$ cat config.mk
export PLATFORM = sky130hd
export DESIGN_NAME = lvl_irq_ctrl
export DESIGN_NICKNAME = d
export VERILOG_FILES = /design/src/rtl/lic_pkg.sv /design/src/rtl/lic_mask_bank.sv /design/src/rtl/lic_arb.sv /design/src/rtl/lic_ctl.sv /design/src/rtl/lvl_irq_ctrl.sv
export SDC_FILE = /design/constraint.sdc
export NUM_CORES = 2
export LEC_CHECK = 0
export BUFFER_PORTS_ARGS = -buffer_cell sky130_fd_sc_hd__buf_2
export CAP_MARGIN = 20
export CORE_UTILIZATION = 45
export CTS_BUF_LIST = sky130_fd_sc_hd__clkbuf_2
export DETAILED_ROUTE_END_ITERATION = 12
export PLACE_DENSITY_LB_ADDON = 0.08
export SLEW_MARGIN = 20
export SYNTH_ARGS = -nofsm -noshare
export SYNTH_HDL_FRONTEND = slang
export SYNTH_SLANG_ARGS = --single-unit
$ cat constraint.sdc
create_clock -name clk -period 277.5 [get_ports clk]
set_clock_uncertainty 0.05 [all_clocks]
set_input_delay 55.5 -clock clk [delete_from_list [all_inputs] [get_ports clk]]
set_output_delay 55.5 -clock clk [all_outputs]
set_load 0.005 [all_outputs]
$ cat src/rtl/lic_pkg.sv
`timescale 1ns/1ps
package lic_pkg;
  // Global register offsets (byte addresses)
  localparam logic [11:0] OFS_REV    = 12'h000;
  localparam logic [11:0] OFS_CFG    = 12'h010;
  localparam logic [11:0] OFS_STAT   = 12'h014;
  localparam logic [11:0] OFS_ACTIVE = 12'h040;
  localparam logic [11:0] OFS_CTRL   = 12'h048;
  localparam logic [11:0] OFS_PROT   = 12'h04C;
  localparam logic [11:0] OFS_IDLE   = 12'h050;
  localparam logic [11:0] OFS_THRESH = 12'h068;

  // Bank window: base plus 0x20 per bank, word chosen by low five bits
  localparam logic [11:0] BANK_BASE  = 12'h080;
  localparam logic [4:0]  SUB_MASK   = 5'h04;
  localparam logic [4:0]  SUB_CLR    = 5'h08;
  localparam logic [4:0]  SUB_SET    = 5'h0C;
  localparam logic [4:0]  SUB_PEND   = 5'h18;

  // Per-line priority window
  localparam logic [11:0] PRIO_BASE  = 12'h100;

  typedef enum logic [1:0] {
    MOP_NONE,
    MOP_LOAD,
    MOP_CLR,
    MOP_SET
  } mask_op_e;
endpackage

$ cat src/rtl/lic_mask_bank.sv
`timescale 1ns/1ps
module lic_mask_bank #(
  parameter int LINES  = 32,
  parameter int PRIO_W = 6,
  parameter int IDX_W  = $clog2(LINES)
) (
  input  logic                    clk,
  input  logic                    rst_n,
  input  logic                    clr_all,
  input  lic_pkg::mask_op_e       mask_op,
  input  logic [LINES-1:0]        mask_wdata,
  input  logic                    prio_we,
  input  logic [IDX_W-1:0]        prio_idx,
  input  logic [PRIO_W-1:0]       prio_wdata,
  input  logic [LINES-1:0]        lines_in,
  input  logic [LINES-1:0]        line_exists,
  output logic [LINES-1:0]        mask_q,
  output logic [LINES-1:0]        pend,
  output logic [LINES*PRIO_W-1:0] prio_flat
);
  import lic_pkg::*;

  logic [LINES-1:0] mask_r;

  always_ff @(posedge clk or negedge rst_n) begin
    if (!rst_n) begin
      mask_r <= '1;
    end else if (clr_all) begin
      mask_r <= '1;
    end else begin
      case (mask_op)
        MOP_LOAD: mask_r <= mask_wdata;
        MOP_CLR:  mask_r <= mask_r & ~mask_wdata;
        MOP_SET:  mask_r <= mask_r | mask_wdata;
        default:  mask_r <= mask_r;
      endcase
    end
  end

  // Lines beyond the configured count are permanently blocked
  assign mask_q = mask_r | ~line_exists;
  assign pend   = lines_in & ~mask_q;

  for (genvar i = 0; i < LINES; i++) begin : g_prio
    logic [PRIO_W-1:0] prio_r;
    always_ff @(posedge clk or negedge rst_n) begin
      if (!rst_n) begin
        prio_r <= '0;
      end else if (clr_all) begin
        prio_r <= '0;
      end else if (prio_we && (prio_idx == IDX_W'(i))) begin
        prio_r <= prio_wdata;
      end
    end
    assign prio_flat[i*PRIO_W +: PRIO_W] = prio_r;
  end

  // clear alias clears written ones and leaves written zeros alone
  a_r3_clr_alias: assert property (@(posedge clk) disable iff (!rst_n)
    (mask_op == MOP_CLR && !clr_all) |=>
      (((mask_r & $past(mask_wdata)) == '0) &&
       ((mask_r & ~$past(mask_wdata)) == ($past(mask_r) & ~$past(mask_wdata)))));

  // set alias sets written ones and leaves written zeros alone
  a_r3_set_alias: assert property (@(posedge clk) disable iff (!rst_n)
    (mask_op == MOP_SET && !clr_all) |=>
      (((mask_r & $past(mask_wdata)) == $past(mask_wdata)) &&
       ((mask_r & ~$past(mask_wdata)) == ($past(mask_r) & ~$past(mask_wdata)))));
endmodule

$ cat src/rtl/lic_arb.sv
`timescale 1ns/1ps
module lic_arb #(
  parameter int NUM    = 96,
  parameter int PRIO_W = 6,
  parameter int IDX_W  = $clog2(NUM)
) (
  input  logic                  clk,
  input  logic                  rst_n,
  input  logic [NUM-1:0]        pend,
  input  logic [NUM*PRIO_W-1:0] prio_flat,
  output logic                  any,
  output logic [IDX_W-1:0]      win_idx
);
  logic [PRIO_W-1:0] best_p;

  // Scan from the top line down; ">=" lets a lower line take over a tie
  always_comb begin
    any     = 1'b0;
    best_p  = '0;
    win_idx = '0;
    for (int i = NUM - 1; i >= 0; i--) begin
      if (pend[i] && (!any || (prio_flat[i*PRIO_W +: PRIO_W] >= best_p))) begin
        any     = 1'b1;
        best_p  = prio_flat[i*PRIO_W +: PRIO_W];
        win_idx = IDX_W'(i);
      end
    end
  end

  // the selected line is always one that is pending
  a_r5_winner_pending: assert property (@(posedge clk) disable iff (!rst_n)
    any |-> pend[win_idx]);

  // with nothing pending no selection is reported
  a_r5_none_idle: assert property (@(posedge clk) disable iff (!rst_n)
    (pend == '0) |-> !any);
endmodule

$ cat src/rtl/lic_ctl.sv
`timescale 1ns/1ps
module lic_ctl #(
  parameter int IDX_W      = 7,
  parameter int RST_CYCLES = 4
) (
  input  logic             clk,
  input  logic             rst_n,
  input  logic             any,
  input  logic [IDX_W-1:0] win_idx,
  input  logic             ack,
  input  logic             srst_req,
  output logic             irq_req,
  output logic [IDX_W-1:0] active_num,
  output logic             srst_active,
  output logic             srst_fire
);
  localparam int CNT_W = $clog2(RST_CYCLES + 1);

  logic             busy_q;
  logic [IDX_W-1:0] active_q;
  logic             srst_q;
  logic [CNT_W-1:0] cnt_q;

  assign srst_fire = srst_q && (cnt_q == CNT_W'(RST_CYCLES - 1));

  always_ff @(posedge clk or negedge rst_n) begin
    if (!rst_n) begin
      busy_q   <= 1'b0;
      active_q <= '0;
      srst_q   <= 1'b0;
      cnt_q    <= '0;
    end else if (srst_fire) begin
      busy_q   <= 1'b0;
      active_q <= '0;
      srst_q   <= 1'b0;
      cnt_q    <= '0;
    end else begin
      if (srst_req && !srst_q) begin
        srst_q <= 1'b1;
        cnt_q  <= '0;
      end else if (srst_q) begin
        cnt_q <= cnt_q + 1'b1;
      end
      if (busy_q) begin
        if (ack) busy_q <= 1'b0;
      end else if (any && !srst_q) begin
        busy_q   <= 1'b1;
        active_q <= win_idx;
      end
    end
  end

  assign irq_req     = busy_q;
  assign active_num  = active_q;
  assign srst_active = srst_q;

  // number and request are frozen until acknowledged
  a_r6_active_hold: assert property (@(posedge clk) disable iff (!rst_n)
    (busy_q && !ack && !srst_fire) |=> (busy_q && $stable(active_q)));

  // an acknowledge always drops the request for a cycle
  a_r6_ack_drops: assert property (@(posedge clk) disable iff (!rst_n)
    (busy_q && ack) |=> !busy_q);

  // Checker counter for the soft-reset length
  logic [15:0] len_q;
  always_ff @(posedge clk or negedge rst_n) begin
    if (!rst_n)      len_q <= '0;
    else if (srst_q) len_q <= len_q + 16'd1;
    else             len_q <= '0;
  end

  // soft reset ends after exactly RST_CYCLES cycles
  a_r8_srst_len: assert property (@(posedge clk) disable iff (!rst_n)
    srst_fire |-> (len_q == 16'(RST_CYCLES - 1)));
endmodule

$ cat src/rtl/lvl_irq_ctrl.sv
`timescale 1ns/1ps
module lvl_irq_ctrl #(
  parameter int NUM_LINES  = 96,
  parameter int BANK_W     = 32,
  parameter int PRIO_W     = 6,
  parameter int RST_CYCLES = 4,
  parameter int REV_MAJOR  = 2,
  parameter int REV_MINOR  = 1
) (
  input  logic                 clk,
  input  logic                 rst_n,
  input  logic                 cmd_valid,
  output logic                 cmd_ready,
  input  logic                 cmd_wr,
  input  logic [11:0]          cmd_addr,
  input  logic [31:0]          cmd_wdata,
  output logic                 rsp_valid,
  output logic [31:0]          rsp_data,
  input  logic [NUM_LINES-1:0] irq_lines,
  output logic                 irq_req
);
  import lic_pkg::*;

  localparam int NB     = (NUM_LINES + BANK_W - 1) / BANK_W;
  localparam int PAD    = NB * BANK_W;
  localparam int IDX_W  = $clog2(NUM_LINES);
  localparam int BIDX_W = $clog2(BANK_W);
  localparam int BSEL_W = (NB > 1) ? $clog2(NB) : 1;
  localparam int LIDX_W = $clog2(PAD);

  // ---------------- command decode ----------------
  logic srst_active, srst_fire;
  logic wr_acc, rd_acc;
  logic [11:0] bank_rel, prio_rel;
  logic in_bank, in_prio;
  logic [BSEL_W-1:0] bsel;
  logic [4:0] sub;
  logic [9:0] line_sel;

  assign cmd_ready = !(srst_active && cmd_wr);
  assign wr_acc    = cmd_valid && cmd_ready && cmd_wr;
  assign rd_acc    = cmd_valid && cmd_ready && !cmd_wr;

  assign bank_rel = cmd_addr - BANK_BASE;
  assign prio_rel = cmd_addr - PRIO_BASE;
  assign in_bank  = (cmd_addr >= BANK_BASE) && (bank_rel < 12'(NB * 32));
  assign bsel     = bank_rel[5 +: BSEL_W];
  assign sub      = cmd_addr[4:0];
  assign line_sel = prio_rel[11:2];
  assign in_prio  = (cmd_addr >= PRIO_BASE) && (prio_rel[1:0] == 2'b00) &&
                    (line_sel < 10'(NUM_LINES));

  // ---------------- mask and priority banks ----------------
  logic [PAD-1:0]        lines_pad, mask_pad, pend_pad;
  logic [PAD*PRIO_W-1:0] prio_pad;
  logic [31:0]           mask_word [NB];
  logic [31:0]           pend_word [NB];
  logic [PRIO_W-1:0]     prio_arr  [PAD];

  assign lines_pad = PAD'(irq_lines);

  for (genvar b = 0; b < NB; b++) begin : g_bank
    logic [BANK_W-1:0] exists_b;
    mask_op_e          op_b;
    logic              prio_we_b;
    logic [BIDX_W-1:0] prio_idx_b;

    for (genvar j = 0; j < BANK_W; j++) begin : g_exist
      assign exists_b[j] = ((b * BANK_W + j) < NUM_LINES);
    end

    always_comb begin
      op_b = MOP_NONE;
      if (wr_acc && in_bank && (bsel == BSEL_W'(b))) begin
        case (sub)
          SUB_MASK: op_b = MOP_LOAD;
          SUB_CLR:  op_b = MOP_CLR;
          SUB_SET:  op_b = MOP_SET;
          default:  op_b = MOP_NONE;
        endcase
      end
    end

    assign prio_we_b  = wr_acc && in_prio &&
                        (line_sel >= 10'(b * BANK_W)) &&
                        (line_sel <  10'((b + 1) * BANK_W));
    assign prio_idx_b = BIDX_W'(line_sel - 10'(b * BANK_W));

    lic_mask_bank #(
      .LINES (BANK_W),
      .PRIO_W(PRIO_W),
      .IDX_W (BIDX_W)
    ) u_bank (
      .clk        (clk),
      .rst_n      (rst_n),
      .clr_all    (srst_fire),
      .mask_op    (op_b),
      .mask_wdata (cmd_wdata[BANK_W-1:0]),
      .prio_we    (prio_we_b),
      .prio_idx   (prio_idx_b),
      .prio_wdata (cmd_wdata[PRIO_W-1:0]),
      .lines_in   (lines_pad[b*BANK_W +: BANK_W]),
      .line_exists(exists_b),
      .mask_q     (mask_pad[b*BANK_W +: BANK_W]),
      .pend       (pend_pad[b*BANK_W +: BANK_W]),
      .prio_flat  (prio_pad[b*BANK_W*PRIO_W +: BANK_W*PRIO_W])
    );

    assign mask_word[b] = 32'(mask_pad[b*BANK_W +: BANK_W]);
    assign pend_word[b] = 32'(pend_pad[b*BANK_W +: BANK_W]);
  end

  for (genvar i = 0; i < PAD; i++) begin : g_prio_view
    assign prio_arr[i] = prio_pad[i*PRIO_W +: PRIO_W];
  end

  // ---------------- selection and handshake ----------------
  logic             any;
  logic [IDX_W-1:0] win_idx, active_num;
  logic             ack, srst_req;

  lic_arb #(
    .NUM   (NUM_LINES),
    .PRIO_W(PRIO_W),
    .IDX_W (IDX_W)
  ) u_arb (
    .clk      (clk),
    .rst_n    (rst_n),
    .pend     (pend_pad[NUM_LINES-1:0]),
    .prio_flat(prio_pad[NUM_LINES*PRIO_W-1:0]),
    .any      (any),
    .win_idx  (win_idx)
  );

  assign ack      = wr_acc && (cmd_addr == OFS_CTRL) && cmd_wdata[0];
  assign srst_req = wr_acc && (cmd_addr == OFS_CFG)  && cmd_wdata[1];

  lic_ctl #(
    .IDX_W     (IDX_W),
    .RST_CYCLES(RST_CYCLES)
  ) u_ctl (
    .clk        (clk),
    .rst_n      (rst_n),
    .any        (any),
    .win_idx    (win_idx),
    .ack        (ack),
    .srst_req   (srst_req),
    .irq_req    (irq_req),
    .active_num (active_num),
    .srst_active(srst_active),
    .srst_fire  (srst_fire)
  );

  // ---------------- stored configuration fields ----------------
  logic       cfg_autoidle;
  logic       prot_q;
  logic [1:0] idle_q;
  logic [7:0] thresh_q;

  always_ff @(posedge clk or negedge rst_n) begin
    if (!rst_n) begin
      cfg_autoidle <= 1'b0;
      prot_q       <= 1'b0;
      idle_q       <= '0;
      thresh_q     <= '0;
    end else if (srst_fire) begin
      cfg_autoidle <= 1'b0;
      prot_q       <= 1'b0;
      idle_q       <= '0;
      thresh_q     <= '0;
    end else if (wr_acc) begin
      case (cmd_addr)
        OFS_CFG:    cfg_autoidle <= cmd_wdata[0];
        OFS_PROT:   prot_q       <= cmd_wdata[0];
        OFS_IDLE:   idle_q       <= cmd_wdata[1:0];
        OFS_THRESH: thresh_q     <= cmd_wdata[7:0];
        default: ;
      endcase
    end
  end

  // ---------------- read path ----------------
  logic [31:0] rd_val;

  always_comb begin
    rd_val = '0;
    if (in_bank) begin
      case (sub)
        SUB_MASK, SUB_CLR, SUB_SET: rd_val = mask_word[bsel];
        SUB_PEND:                   rd_val = pend_word[bsel];
        default:                    rd_val = '0;
      endcase
    end else if (in_prio) begin
      rd_val = 32'(prio_arr[line_sel[LIDX_W-1:0]]);
    end else begin
      case (cmd_addr)
        OFS_REV:    rd_val = {24'd0, 4'(REV_MAJOR), 4'(REV_MINOR)};
        OFS_CFG:    rd_val = {30'd0, srst_active, cfg_autoidle};
        OFS_STAT:   rd_val = {31'd0, !srst_active};
        OFS_ACTIVE: rd_val = 32'(active_num);
        OFS_PROT:   rd_val = {31'd0, prot_q};
        OFS_IDLE:   rd_val = {30'd0, idle_q};
        OFS_THRESH: rd_val = {24'd0, thresh_q};
        default:    rd_val = '0;
      endcase
    end
  end

  always_ff @(posedge clk or negedge rst_n) begin
    if (!rst_n) begin
      rsp_valid <= 1'b0;
      rsp_data  <= '0;
    end else begin
      rsp_valid <= rd_acc;
      if (rd_acc) rsp_data <= rd_val;
    end
  end

  // a response only follows an accepted read
  a_r11_rsp_follows_read: assert property (@(posedge clk) disable iff (!rst_n)
    rsp_valid |-> $past(cmd_valid && cmd_ready && !cmd_wr));

  // leaving soft reset leaves request low, masks set, config cleared
  a_r9_srst_defaults: assert property (@(posedge clk) disable iff (!rst_n)
    $fell(srst_active) |-> (!irq_req && (&mask_pad) && !cfg_autoidle && (thresh_q == 8'd0)));
endmodule

; ---- Word level (Yosys, flattened, before mapping)
; Cells that the tools add are included.
[op_classes]
add_sub_neg = 5
mul = 0
n_div = 0
order_cmp = 106
eq_ne = 117
shifts = 0
n_mux = 526
n_bitwise = 15
n_reduce_logical = 528
[ops]
columns = op, count
row1 = two-way mux 6 bit, 289
row2 = two-way mux 7 bit, 99
row3 = >= comparator 6 bit, 95
row4 = case mux 32 bit (3 select lines), 3
row5 = two-way mux 32 bit, 8
row6 = "== test 5 bit, second input constant", 49
row7 = logical AND 1 bit, 216
row8 = nonzero test 2 bit, 103
row9 = bitwise AND 32 bit, 6
row10 = "== test 5 x 4 -> 1 bit, second input constant", 26
row11 = binary-select mux 32 bit (select 2 bit), 2
row12 = inverter 32 bit, 4
row13 = two-way mux 1 bit, 108
row14 = logical NOT 1 bit, 98
row15 = bitwise OR 32 bit, 3
row16 = logical OR 1 bit, 95
row17 = "== test 5 x 3 -> 1 bit, second input constant", 13
row18 = case mux 32 bit (2 select lines), 1
row19 = "== test 12 x 7 -> 1 bit, second input constant", 5
row20 = case mux 8 bit (7 select lines), 1
row21 = binary-select mux 6 bit (select 7 bit), 1
row22 = two-way mux 8 bit, 4
row23 = "== test 5 x 2 -> 1 bit, second input constant", 6
row24 = "== test 12 x 5 -> 1 bit, second input constant", 2
row25 = other kinds (31), 60
[totals]
ff_bits = 729
latchBits = 0
ram_bits = 0
mem_bits_ro = 0
in_bits = 144
output_inout_bits = 35
word_cells = 1406
memories = 0

; ---- Logic depth before layout (Yosys ltp)
[logic_depth]
ltp_word = 387
depth_mapped = 1002
ltp_nobuf = 973

; ---- Cells and area by module
; From an unflattened synthesis, not the netlist that was laid out.
[unflattened]
hier_cells = 8042
hier_area_um2 = 70356.2
[by_module_without_submodules]
columns = module, instances, cells_each, area_per_inst_um2, seq_area_each_um2
row1 = lic_arb, 1, 4292, 29459.5, 0.0
row2 = lic_mask_bank at g_bank[1].u_bank ..., 2, 949, 10540.1, 5645.4
row3 = lic_mask_bank at g_bank[0].u_bank, 1, 949, 10535.1, 5645.4
row4 = lvl_irq_ctrl, 1, 848, 8693.3, 1126.1
row5 = lic_ctl, 1, 55, 588.1, 300.3

; ---- Worst setup path before layout
; Ideal clock, no wire load.
[synth_path]
path_type = input-to-reg
from = in irq_lines[95]
to = reg u_ctl.active_q[4], in the netlist u_ctl.active_num[4]
setup_ns = 0.092
arrival_time_ns = 223.935
t_required_ns = 277.358
slack_ns = 53.423
path_stages = 936
path_buffers = 29
path_cell_list = nor2b_4 clkbuf_8 nand2_1 ha_1 a21oi_1 o2111ai_2 o21bai_1 nand2_1 nand3_1 nand2_1 inv_1 ha_1 nand4_1 o2111a_2 or2b_1 buf_6 a21o_1 ha_1 [900 not listed] nor2_1 clkbuf_4 clkbuf_8 a22oi_1 nand3b_1 ha_1 nand2b_1 a21o_1 a21oi_1 nor2b_1 o21ai_0 nand2b_1 a21oi_1 o21ai_0 nor3_1 and4b_1 o21ai_1 o31ai_2
[synth_between]
elab_chain_len = 385
elab_cells_between_ends = 674
cone_classes = 95 x order compare / 290 x mux / 1 x bitwise / 288 x reduce/logical
[synth_rtl]
columns = item, line_no
row1 = "start, declared", lvl_irq_ctrl.sv:19  ; input logic [NUM_LINES-1:0] irq_lines,
row2 = bitwise AND 32 bit (*), lic_mask_bank.sv:42  ; assign pend = lines_in & ~mask_q;
row3 = two-way mux 6 bit or two-way mux 1 bit (tied branches), lic_arb.sv:22  ; if (pend[i] && (!any || (prio_flat[i*PRIO_W +: PRIO_W] >= best_p))) begin
row4 = >= comparator 6 bit or logical NOT 1 bit (tied branches), lic_arb.sv:22
row5 = logical OR 1 bit, lic_arb.sv:22
row6 = logical AND 1 bit, lic_arb.sv:22
row7 = two-way mux 6 bit or two-way mux 1 bit (tied branches), lic_arb.sv:22
row8 = >= comparator 6 bit or logical NOT 1 bit (tied branches), lic_arb.sv:22
row9 = logical OR 1 bit, lic_arb.sv:22
row10 = [369 not listed], --
row11 = two-way mux 6 bit or two-way mux 1 bit (tied branches), lic_arb.sv:22
row12 = >= comparator 6 bit or logical NOT 1 bit (tied branches), lic_arb.sv:22
row13 = logical OR 1 bit, lic_arb.sv:22
row14 = logical AND 1 bit, lic_arb.sv:22
row15 = two-way mux 7 bit or two-way mux 1 bit (tied branches), lic_arb.sv:22
row16 = two-way mux 7 bit or logical AND 1 bit (tied branches), lic_ctl.sv:46  ; end else if (any && !srst_q) begin
row17 = two-way mux 7 bit or nonzero test 2 bit (tied branches), --
row18 = two-way mux 7 bit or AND reduction 2 bit (tied branches), --
row19 = "end signal, assigned", lic_ctl.sv:48  ; active_q <= win_idx;
row20 = "end, declared", lic_ctl.sv:20  ; logic [IDX_W-1:0] active_q;
; Mark *: on every way between the ends. The rest lies on a longest branch, timed or not. The select of a mux whose other input is x is not followed.
; A chain may end at the register's enable or synchronous reset.

==> results.md <==
- CTS H-tree lvls: 4
- Vias/cell: 6.354
- YS warnings: 0
- FFs w/ async S/R, synth: 1.000
- Yosys top cell area share: 0.2284
- Final setup TNS: 0 ns
- First-pass GRT wire length: 424.3 mm
- Initial antenna violation count: 31
- Die H: 394.5 µm
- Root buffer cell: clkbuf_2
- WL/cell: 28.45 µm
- GRT Overall Usage: 0.3655
- Clk Latency, worst-skew pair: 1.90 ns
- Starting Density: 0.4548
- Syn nets: 8497
- GPL Wtd Cong: 0.9898
- Netlist cell types: 201
- Final nets: 8551
- Hold WC Path Type: reg -> reg
- RSZ-0062 raised after global routing: no
- CP arrival: 250.78 ns
- Min Clock Period, post-route: 249.16 ns
- Yosys top cell by area: dfrtp_1
- Hold-fix buffers, CTS: 0
- Grt ovf: 0
- Total CTS buffers: 219
- Max Cap Viol: 0
- Post-Syn Area: 69340 µm²
- R2R setup slack: 81.79 ns
- Main flop type after synthesis: dfrtp_1
- Ratio of cells with drive above 1 in the final layout: 0.2038
- Slowest stage delay, CP: 0.82 ns
- CP most frequent cell: ha_1
- #FFs+latches synth: 729
- Clk buf depth: 3
- Layout Area Growth over Synthesis: 5.881%
- IO Port Bufs: 178
- Vias in the first global route: 60662
- Worst setup SP type: primary input
- Top-count cell post-synth: nor2_1
- Clock sinks: 729
- Post-CTS setup buffer count: 0
- Die span in x: 394.5 µm
- Largest net degree at the start of global routing: 206
- Setup crit end kind: flop
- Worst Hold Launch: rsp_data[9]
- Detailed-route wire length: 291.0 mm
- Hpwl dp: 217.9 mm
- Slew @ Worst Pin: 1.249 ns
- Avg Inst Size Synth: 8.726 µm²
- Fin crit share: 0.8979
- Number of synthesized flops with an enable pin: 0
- Slew headroom: 0.1676
- Critical path required time: 279.12 ns
- # setup viols final: 0
- DR vias: 64999
- I/O pin cnt: 179
- FF-to-FF Start: g_bank[2].u_bank.mask_r[31]
- Core Box Area: 152400 µm²
- Fmax: 4.014 MHz
- Fillers: 15058
- Die footprint: 155700 µm²
- Status: finished, final reports clean
- Crit Path Category: in -> reg
- # resized after CTS: 0
- CP startpoint: irq_lines[95]
- Hold Violations, Final: 0
- Cell at the slowest stage of the critical path: o31ai_1
- Share of the yosys chip area belonging to registers: 0.2648
- Ranking of synthesized cells by area: dfrtp_1 (23%), mux2i_1 (9.7%), ha_1 (7.3%)
- CTS tree: done
- DR iter-0 viols: 6875
- CP max FO: 17
- Clk pin slew, worst setup/hold paths: 0.10 ns
- Std cell rows: 143
- Antenna Nets Post-Route: 0
- Commonest cells post-synth: nor2_1 (1070), nand2_1 (711), mux2i_1 (674)
- Cells after Synth: 7946
- Detailed-route DRC error count: 0
- 1st-pass router iterations: 6
- Final slew viol count: 0
-- cell families (layout without fill, tap and decap cells) --
family,count (synthesis),count (layout),share of synthesized area
AOI/OAI and AO/OA,2178,2178,0.2233
xor gates and xnor gates,67,67,0.008680
adders and majority gates,442,442,0.07864
buffers and inverters,772,1007,0.05094
DFF,729,729,0.2648
muxes,980,980,0.1781
other,0,18,0
and+or+nand+nor,2778,2778,0.1954
-- per-stage QoR --
step	hold slack (ns)	setup WS [ns]	std cells	instance area (µm²)	utilization
finish	0.4288	28.34	10229	73420	0.4816
global route	0.4570	13.50	10223	73400	0.4815
CTS	0.4379	31.08	10209	73340	0.4811
detailed placement	0.4120	30.03	9807	71350	0.4681
global placement	0.4034	33.60	9806	71310	0.4678
floorplan	0.3998	53.42	7946	69340	-
-- area by class of cell --
type,instances,area (µm²),area share
Multi-Input combinational cell,6445,47550,0.6477
Inverter,349,1324,0.01803
Sequential cell,729,18360,0.2501
Tap cell,2030,2540,0.03460
Clock inverter,73,345.3,0.004704
Antenna cell,18,45.04,0.0006135
Clock buffer,329,1647,0.02243
Timing Repair Buffer,256,1603,0.02183
-- sequential cells by signal (all words and copies together) (netlist names) --
name                         flops
cfg_autoidle                     1
g_bank.u_bank.g_prio.prio_r    576
g_bank.u_bank.mask_r            96
idle_q                           2
prot_q                           1
rsp_data                        32
rsp_valid                        1
thresh_q                         8
u_ctl.active_num                 7
u_ctl.cnt_q                      3
u_ctl.irq_req                    1
u_ctl.srst_active                1
-- worst paths after layout --
kind,to,cells after the start
max reg2reg,u_ctl.active_num[4],911
max in group asynchronous,g_bank[1].u_bank.g_prio[2].prio_r[0],4
min,rsp_data[9],2
max,u_ctl.active_num[4],870
min in group asynchronous,g_bank[2].u_bank.g_prio[22].prio_r[2],1
min reg2reg,rsp_data[9],2
-- cell usage in the layout (no fill, tap or decap), types with 166 or more instances in the layout --
master    instances
nand2_1         709
dfrtp_1         633
mux2i_1         674
clkbuf_2        329
inv_1           348
o21ai_0         533
nor2_1         1067
mux4_2          186
a21oi_1         456
buf_2           166
ha_1            404
-- critical path: cells and delay by family --
kind	cells	cell delay [ns]
AO/OA/AOI/OAI	413	93.48
AND/OR/NAND/NOR	285	43.82
adder cells (fa/ha/maj)	105	30.90
multiplexers	43	15.24
buffers and inverters	24	2.55
-- routing by layer --
| layer | global-route usage | wire [µm] | vias up |
|---|---|---|---|
| li1 | - | - | 29372 |
| met1 | 0.5125 | 126800 | 32112 |
| met2 | 0.5368 | 123200 | 2967 |
| met3 | 0.08328 | 27190 | 528 |
| met4 | 0.1554 | 13640 | 20 |
| met5 | 0 | 218 | - |
Power is left out: the tool's default activity adds up to more than one toggle a clock period on the data nets, which glitch-free logic cannot reach.
